### src/rtl/smc_pkg.sv
package smc_pkg;
  localparam int WAIT_W  = 7;
  localparam int FLOAT_W = 4;
  localparam int CFG_W   = WAIT_W + FLOAT_W + 4;
  localparam int CNT_W   = WAIT_W + 2;
  localparam int FCNT_W  = FLOAT_W + 1;

  typedef struct packed {
    logic               earlyRd;
    logic               singleDev;
    logic               bus16;
    logic [FLOAT_W-1:0] floatT;
    logic               waitEn;
    logic [WAIT_W-1:0]  waits;
  } csCfg_t;

  typedef struct packed {
    logic load;
    logic active;
    logic capture;
  } ctlStrb_t;
endpackage

### src/rtl/smc_cfg_bank.sv
module smc_cfg_bank
  import smc_pkg::*;
#(
  parameter int NCS = 8,
  localparam int CSW = $clog2(NCS)
) (
  input  logic                 clk,
  input  logic                 rstN,
  input  logic                 cfgWe,
  input  logic [CSW-1:0]       cfgSel,
  input  csCfg_t               cfgWdata,
  output csCfg_t               cfgRdata,
  output csCfg_t [NCS-1:0]     cfgAll
);
  always_ff @(posedge clk or negedge rstN) begin
    if (!rstN) begin
      cfgAll <= '0;
    end else begin
      for (int i = 0; i < NCS; i++) begin
        if (cfgWe && cfgSel == CSW'(i)) cfgAll[i] <= cfgWdata;
      end
    end
  end

  always_comb begin
    cfgRdata = cfgAll[cfgSel];
    if (!cfgRdata.waitEn) cfgRdata.waits = '0;
  end
endmodule

### src/rtl/smc_ctrl.sv
module smc_ctrl
  import smc_pkg::*;
#(
  parameter int NCS = 8,
  localparam int CSW = $clog2(NCS)
) (
  input  logic               clk,
  input  logic               rstN,
  input  logic               reqValid,
  input  logic [CSW-1:0]     reqCs,
  input  logic               reqWrite,
  input  logic [WAIT_W-1:0]  reqWaits,
  input  logic               reqWaitEn,
  input  logic               reqEarly,
  input  logic [FLOAT_W-1:0] reqFloat,
  output logic               reqReady,
  output logic               done,
  output ctlStrb_t           strb
);
  logic               busy;
  logic [CNT_W-1:0]   cnt;
  logic [CNT_W-1:0]   len;
  logic [CNT_W-1:0]   twoX;
  logic [FCNT_W-1:0]  floatCnt;
  logic [FLOAT_W-1:0] tdfCur;
  logic [CSW-1:0]     curCs;
  logic [CSW-1:0]     lastCs;
  logic               locked;
  logic               accept;
  logic               lastTick;

  assign twoX = {1'b0, reqWaits, 1'b0};

  always_comb begin
    if (reqWrite)     len = reqWaitEn ? twoX + CNT_W'(2) : CNT_W'(1);
    else if (reqEarly) len = reqWaitEn ? twoX + CNT_W'(4) : CNT_W'(2);
    else               len = reqWaitEn ? twoX + CNT_W'(3) : CNT_W'(1);
  end

  assign locked   = (floatCnt != '0) && (reqCs != lastCs);
  assign reqReady = !busy && !locked;
  assign accept   = reqValid && reqReady;
  assign lastTick = busy && (cnt == CNT_W'(1));

  always_ff @(posedge clk or negedge rstN) begin
    if (!rstN) begin
      busy     <= 1'b0;
      cnt      <= '0;
      floatCnt <= '0;
      tdfCur   <= '0;
      curCs    <= '0;
      lastCs   <= '0;
      done     <= 1'b0;
    end else begin
      done <= 1'b0;
      if (floatCnt != '0) floatCnt <= floatCnt - FCNT_W'(1);
      if (busy) begin
        if (lastTick) begin
          busy     <= 1'b0;
          done     <= 1'b1;
          floatCnt <= {tdfCur, 1'b0};
          lastCs   <= curCs;
        end else begin
          cnt <= cnt - CNT_W'(1);
        end
      end else if (accept) begin
        busy   <= 1'b1;
        cnt    <= len;
        curCs  <= reqCs;
        tdfCur <= reqFloat;
      end
    end
  end

  assign strb.load    = accept;
  assign strb.active  = busy;
  assign strb.capture = lastTick;
endmodule

### src/rtl/smc_datapath.sv
module smc_datapath
  import smc_pkg::*;
#(
  parameter int NCS = 8,
  parameter int AW  = 16,
  parameter int DW  = 16,
  localparam int CSW   = $clog2(NCS),
  localparam int NLANE = DW / 8
) (
  input  logic              clk,
  input  logic              rstN,
  input  ctlStrb_t          strb,
  input  logic [CSW-1:0]    reqCs,
  input  logic              reqWrite,
  input  logic [AW-1:0]     reqAddr,
  input  logic [DW-1:0]     reqWdata,
  input  logic [NLANE-1:0]  reqBe,
  input  logic              reqBus16,
  input  logic              reqSingle,
  input  logic [DW-1:0]     memRdata,
  output logic [DW-1:0]     rdData,
  output logic [NCS-1:0]    memCsN,
  output logic [AW-1:0]     memAddr,
  output logic [DW-1:0]     memWdata,
  output logic              memDataOe,
  output logic              memRdN,
  output logic [NLANE-1:0]  memWrN,
  output logic [NLANE-1:0]  memBlsN
);
  logic [CSW-1:0]   csQ;
  logic             wrQ;
  logic [NLANE-1:0] beQ;
  logic             bus16Q;
  logic             singleQ;

  always_ff @(posedge clk or negedge rstN) begin
    if (!rstN) begin
      csQ      <= '0;
      wrQ      <= 1'b0;
      beQ      <= '0;
      bus16Q   <= 1'b0;
      singleQ  <= 1'b0;
      memAddr  <= '0;
      memWdata <= '0;
      rdData   <= '0;
    end else begin
      if (strb.load) begin
        csQ      <= reqCs;
        wrQ      <= reqWrite;
        beQ      <= reqBe;
        bus16Q   <= reqBus16;
        singleQ  <= reqSingle;
        memAddr  <= reqAddr;
        memWdata <= reqWdata;
      end
      if (strb.capture && !wrQ) rdData <= memRdata;
    end
  end

  assign memDataOe = strb.active && wrQ;
  assign memRdN    = !(strb.active && !wrQ);

  for (genvar c = 0; c < NCS; c++) begin : g_cs
    assign memCsN[c] = !(strb.active && csQ == CSW'(c));
  end

  for (genvar l = 0; l < NLANE; l++) begin : g_lane
    logic wrLaneOn;
    always_comb begin
      if (!bus16Q)      wrLaneOn = (l == 0);
      else if (singleQ) wrLaneOn = (l == 0);
      else              wrLaneOn = beQ[l];
    end
    assign memWrN[l]  = !(strb.active && wrQ && wrLaneOn);
    assign memBlsN[l] = !(strb.active && bus16Q && singleQ && beQ[l]);
  end
endmodule

### src/rtl/smc_cs_timing.sv
module smc_cs_timing
  import smc_pkg::*;
#(
  parameter int NCS = 8,
  parameter int AW  = 16,
  parameter int DW  = 16,
  localparam int CSW   = $clog2(NCS),
  localparam int NLANE = DW / 8
) (
  input  logic             clk,
  input  logic             rstN,
  input  logic             cfgWe,
  input  logic [CSW-1:0]   cfgSel,
  input  logic [CFG_W-1:0] cfgWdata,
  output logic [CFG_W-1:0] cfgRdata,
  input  logic             reqValid,
  output logic             reqReady,
  input  logic [CSW-1:0]   reqCs,
  input  logic             reqWrite,
  input  logic [AW-1:0]    reqAddr,
  input  logic [DW-1:0]    reqWdata,
  input  logic [NLANE-1:0] reqBe,
  output logic             done,
  output logic [DW-1:0]    rdData,
  output logic [NCS-1:0]   memCsN,
  output logic [AW-1:0]    memAddr,
  output logic [DW-1:0]    memWdata,
  output logic             memDataOe,
  output logic             memRdN,
  output logic [NLANE-1:0] memWrN,
  output logic [NLANE-1:0] memBlsN,
  input  logic [DW-1:0]    memRdata
);
  csCfg_t           cfgRd;
  csCfg_t [NCS-1:0] cfgAll;
  csCfg_t           reqCfg;
  ctlStrb_t         strb;

  assign cfgRdata = cfgRd;
  assign reqCfg   = cfgAll[reqCs];

  smc_cfg_bank #(.NCS(NCS)) u_cfg (
    .clk(clk), .rstN(rstN), .cfgWe(cfgWe), .cfgSel(cfgSel),
    .cfgWdata(csCfg_t'(cfgWdata)), .cfgRdata(cfgRd), .cfgAll(cfgAll)
  );

  smc_ctrl #(.NCS(NCS)) u_ctrl (
    .clk(clk), .rstN(rstN), .reqValid(reqValid), .reqCs(reqCs),
    .reqWrite(reqWrite), .reqWaits(reqCfg.waits), .reqWaitEn(reqCfg.waitEn),
    .reqEarly(reqCfg.earlyRd), .reqFloat(reqCfg.floatT),
    .reqReady(reqReady), .done(done), .strb(strb)
  );

  smc_datapath #(.NCS(NCS), .AW(AW), .DW(DW)) u_dp (
    .clk(clk), .rstN(rstN), .strb(strb), .reqCs(reqCs), .reqWrite(reqWrite),
    .reqAddr(reqAddr), .reqWdata(reqWdata), .reqBe(reqBe),
    .reqBus16(reqCfg.bus16), .reqSingle(reqCfg.singleDev),
    .memRdata(memRdata), .rdData(rdData), .memCsN(memCsN), .memAddr(memAddr),
    .memWdata(memWdata), .memDataOe(memDataOe), .memRdN(memRdN),
    .memWrN(memWrN), .memBlsN(memBlsN)
  );
endmodule

### config.mk
export PLATFORM = sky130hd
export DESIGN_NAME = smc_cs_timing
export DESIGN_NICKNAME = d
export VERILOG_FILES = /design/src/rtl/smc_pkg.sv /design/src/rtl/smc_cfg_bank.sv /design/src/rtl/smc_ctrl.sv /design/src/rtl/smc_datapath.sv /design/src/rtl/smc_cs_timing.sv
export SDC_FILE = /design/constraint.sdc
export NUM_CORES = 1
export LEC_CHECK = 0
export BUFFER_PORTS_ARGS = -buffer_cell sky130_fd_sc_hd__buf_2
export CORE_MARGIN = 2
export CORE_UTILIZATION = 35
export CTS_CLUSTER_DIAMETER = 40
export DETAILED_ROUTE_END_ITERATION = 12
export PLACE_DENSITY = 0.61
export SYNTH_ARGS = -nofsm -noshare
export SYNTH_HDL_FRONTEND = slang
export SYNTH_SLANG_ARGS = --single-unit
export TNS_END_PERCENT = 100
### constraint.sdc
create_clock -name clk -period 3.6 [get_ports clk]
set_clock_uncertainty 0.1 [all_clocks]
set_input_delay 0.72 -clock clk [delete_from_list [all_inputs] [get_ports clk]]
set_output_delay 0.72 -clock clk [all_outputs]
set_load 0.05 [all_outputs]
==> flow_summary_export.csv <==
group,metric,value,unit
power_and_ir_drop,power_switching,3870,uW
routing,finalWirelength,24200,um
grt,grt_max_degree,84,
worst_setup_path,cpMostUsedCell,"buf_2",
worst_setup_path,endpoint_kind,"output port",
clock_network,cts_buffers,34,
power_and_ir_drop,clkPwrFrac,30.3,%
yosys,dominantRegCellSynth,"dfrtp_1",
yosys,synthArstFlopShare,100,%
clock_network,postCtsSetupRepairBufs,0,
timing,finalCritPeriodShare,86.1,%
worst_setup_path,cp_data_arrival_time,2.28,ns
yosys,synth_edf_count,0,
clock_network,cts_tree,"built",
power_and_ir_drop,power,10000,uW
clock_network,hold_buffers,0,
power_and_ir_drop,comb_power_share,34.9,%
floorplanning,io_pins,155,
grt,busiest_layer,"met2",
floorplanning,initial_core_util,35.7,%
clock_network,insertion_delay,0.50,ns
power_and_ir_drop,leakage,0.00568,uW
floorplanning,fp.dieArea,29800,um^2
routing,routed_via_density,5.06,
routing,initialDrtViolationCount,350,
grt,grt_pass1_wl,39100,um
routing,ant_nets,0,
clock_network,clkTransAtPathRegs,0.05,ns
yosys,synth_fp_nets,852,
placed_design,gp_congestion,0.779,
yosys,synthesis.area,9950,um^2
job,cap_violations,0,
worst_setup_path,r2r_cells,6,
timing,whs,0.125,ns
grt,grt_pass1_vias,6692,
yosys,ys_types,46,
finish,area_growth,24.4,%
placed_design,dp_hpwl,16500,um
clock_network,cts_root_buf,"clkbuf_16",
worst_setup_path,start_kind,"input pin",
routing,vias,6827,
clock_network,cts_buffer_depth,3,
clock_network,htreeDepth,2,
worst_setup_path,crit_type,"input pin to output port",
timing,rsz0062_at_grt,"false",
finish,drive_above_1_share,47.8,%
yosys,synth-seq-cells,202,
finish,final_area,12400,um^2
status,status,"completed",
floorplanning,fp.dieW,173,um
power_and_ir_drop,ir_drop,0.000358,V
placed_design,io_buffers,154,
power_and_ir_drop,switching_share,38.6,%
yosys,postSynthCellCount,771,
routing,drc,0,
timing,maxSlewViolCount,0,
finish,utilization,44.4,%
routing,dr.pass1.iters,4,
placed_design,placed_area,11300,um^2
grt,grt_use_met1,22.8,%
worst_setup_path,crit_path_cell_trace,"buf_2 -> buf_4 -> mux4_2 -> mux2i_1 -> nor2_1 -> buf_2",
timing,worst_slew_pin_slew,0.706,ns
worst_setup_path,critPathRequiredTime,2.78,ns
routing,wl_per_cell,17.9,um
hold_path,hold_class,"input pin to async pin",
grt,use_met3,3.50,%
timing,max_freq,323,MHz
clock_network,cts_sinks,202,
grt,met2_usage,26.0,%
clock_network,cts-resized-gates,0,
power_and_ir_drop,p_per_area,810,nW/um^2
finish,n_fill_cell,2567,
timing,fin_tns_setup,0,ns
finish,layout.nets,1027,
floorplanning,die_y,173,um
worst_setup_path,crit_slowest_cell,"mux4_2",
floorplanning,coreArea,27900,um^2
timing,hold_viol_final,0,
worst_setup_path,slowest_delay,0.52,ns
power_and_ir_drop,internal-power,6160,uW
power_and_ir_drop,power_frac_seq,34.8,%
worst_setup_path,cp_max_fo,16,
timing,setup_viol,0,
finish,n_antenna_cell,0,
timing,slew_headroom,53.0,%
yosys,syn_area_per_cell,12.9,um^2
yosys,ys_seq_area_share,50.8,%
floorplanning,num_rows,61,
grt,antenna_found_initial,0,
yosys,synth_warnings,0,
timing,period_minus_slack,3.10,ns
grt,grtUsageTotal,16.4,%
grt,grt-ovfl-total,0,
## routing by layer
metal,part of all wire [%],routed length (um)
met5,0,0
met4,1.9,457
met3,6.0,1460
met2,47,11400
met1,45,10900
## cell usage in the layout, fill, tap and decap left out, types with 3 or more instances in the layout
master       n
inv_1        8
clkinv_4     4
nand2b_1     3
nand4_1      5
o21ai_0     14
buf_12       4
nand3_1      8
clkinv_2     5
inv_6        6
mux2_2     151
a211oi_1     4
clkbuf_1     5
clkbuf_8     3
buf_2      153
a21oi_1      4
nor2_1      19
mux2i_1     18
nand2_1    163
ha_1         5
nor2b_1      3
nand4b_1     4
xor2_1       3
xnor2_1     10
or2_2        3
nor3_1       5
dfrtp_1    202
or4_1        3
clkbuf_16   35
mux4_2      59
a31oi_1      3
buf_4       25
## logic make-up (layout without fill, tap and decap cells)
kind of cell             count (synthesis)  count (layout)  share of synthesized area (%)
flip-flops                             202             202                           50.8
adder cells (fa/ha/maj)                  5               5                          0.629
AO/OA/AOI/OAI                           41              41                           2.82
XOR/XNOR                                13              13                           1.14
AND/OR/NAND/NOR                        229             229                           10.1
multiplexers                           228             228                           32.2
buffers and inverters                   53             252                           2.33
## path summary, 6_finish.rpt
| kind | slack (ns) | startpoint | end |
|---|---|---|---|
| max in group asynchronous | 2.44 | rstN | u_cfg.cfgAll[40] |
| max reg2reg | 0.76 | u_ctrl.cnt[5] | u_ctrl.cnt[8] |
| min in group clk | 0.31 | reqAddr[10] | u_dp.memAddr[10] |
| min reg2reg | 0.36 | u_ctrl.curCs[0] | u_ctrl.lastCs[0] |
| min | 0.13 | rstN | u_dp.rdData[12] |
| max | 0.50 | cfgSel[0] | cfgRdata[0] |
## flip-flops by register name, summed over array words and instances (netlist names), 4 cells and up
signal and flops:
u_dp.rdData 16, u_ctrl.tdfCur 4, u_cfg.cfgAll 120, u_ctrl.floatCnt 5, u_dp.memWdata 16, u_ctrl.cnt 9
u_dp.memAddr 16
## power by group through the flow
stage	Clock [uW]	Combinational, uW	Sequential [uW]
6_report	3040	3500	3490
5_1_grt	3250	3740	3600
4_1_cts	3120	3530	3490
3_5_place_dp	0	3520	3520
3_3_place_gp	0	3480	3510
2_1_floorplan	0	1890	4220
## worst max-delay path: cells and delay by family
family / cells / cell delay (ns)
simple gates: 1 / 0.08
mux: 2 / 0.80
buf+inv: 3 / 0.66
## per-stage QoR
step                cells  worst slack [ns]
CTS                  1348             0.516
finish               1348             0.500
global placement     1288             0.496
detailed placement   1288             0.452
floorplan             771             0.145
global route         1348             0.437
## synthesized netlist by cell type, types with 7 or more instances
master,n,share of area (%)
mux4_2,59,13
mux2i_1,18,1.8
dfrtp_1,202,51
xnor2_1,10,0.88
nor2_1,19,0.72
clkbuf_1,23,0.87
nand2_1,163,6.1
mux2_2,151,17
nand3_1,9,0.45
buf_2,14,0.70
nor3_1,7,0.35
inv_1,8,0.30
o21ai_0,14,0.70
## final cells by class
cell class / instances / area [um^2] / area share, %
clock buffers: 42 / 922 / 7.45
clock inverters: 18 / 158 / 1.27
inverters: 9 / 33.8 / 0.273
multi-input cells: 516 / 4690 / 37.9
flip-flops and latches: 202 / 5050 / 40.8
well taps: 378 / 473 / 3.82
repair buffers: 183 / 1050 / 8.46
(Power assumes the default switching activity.)
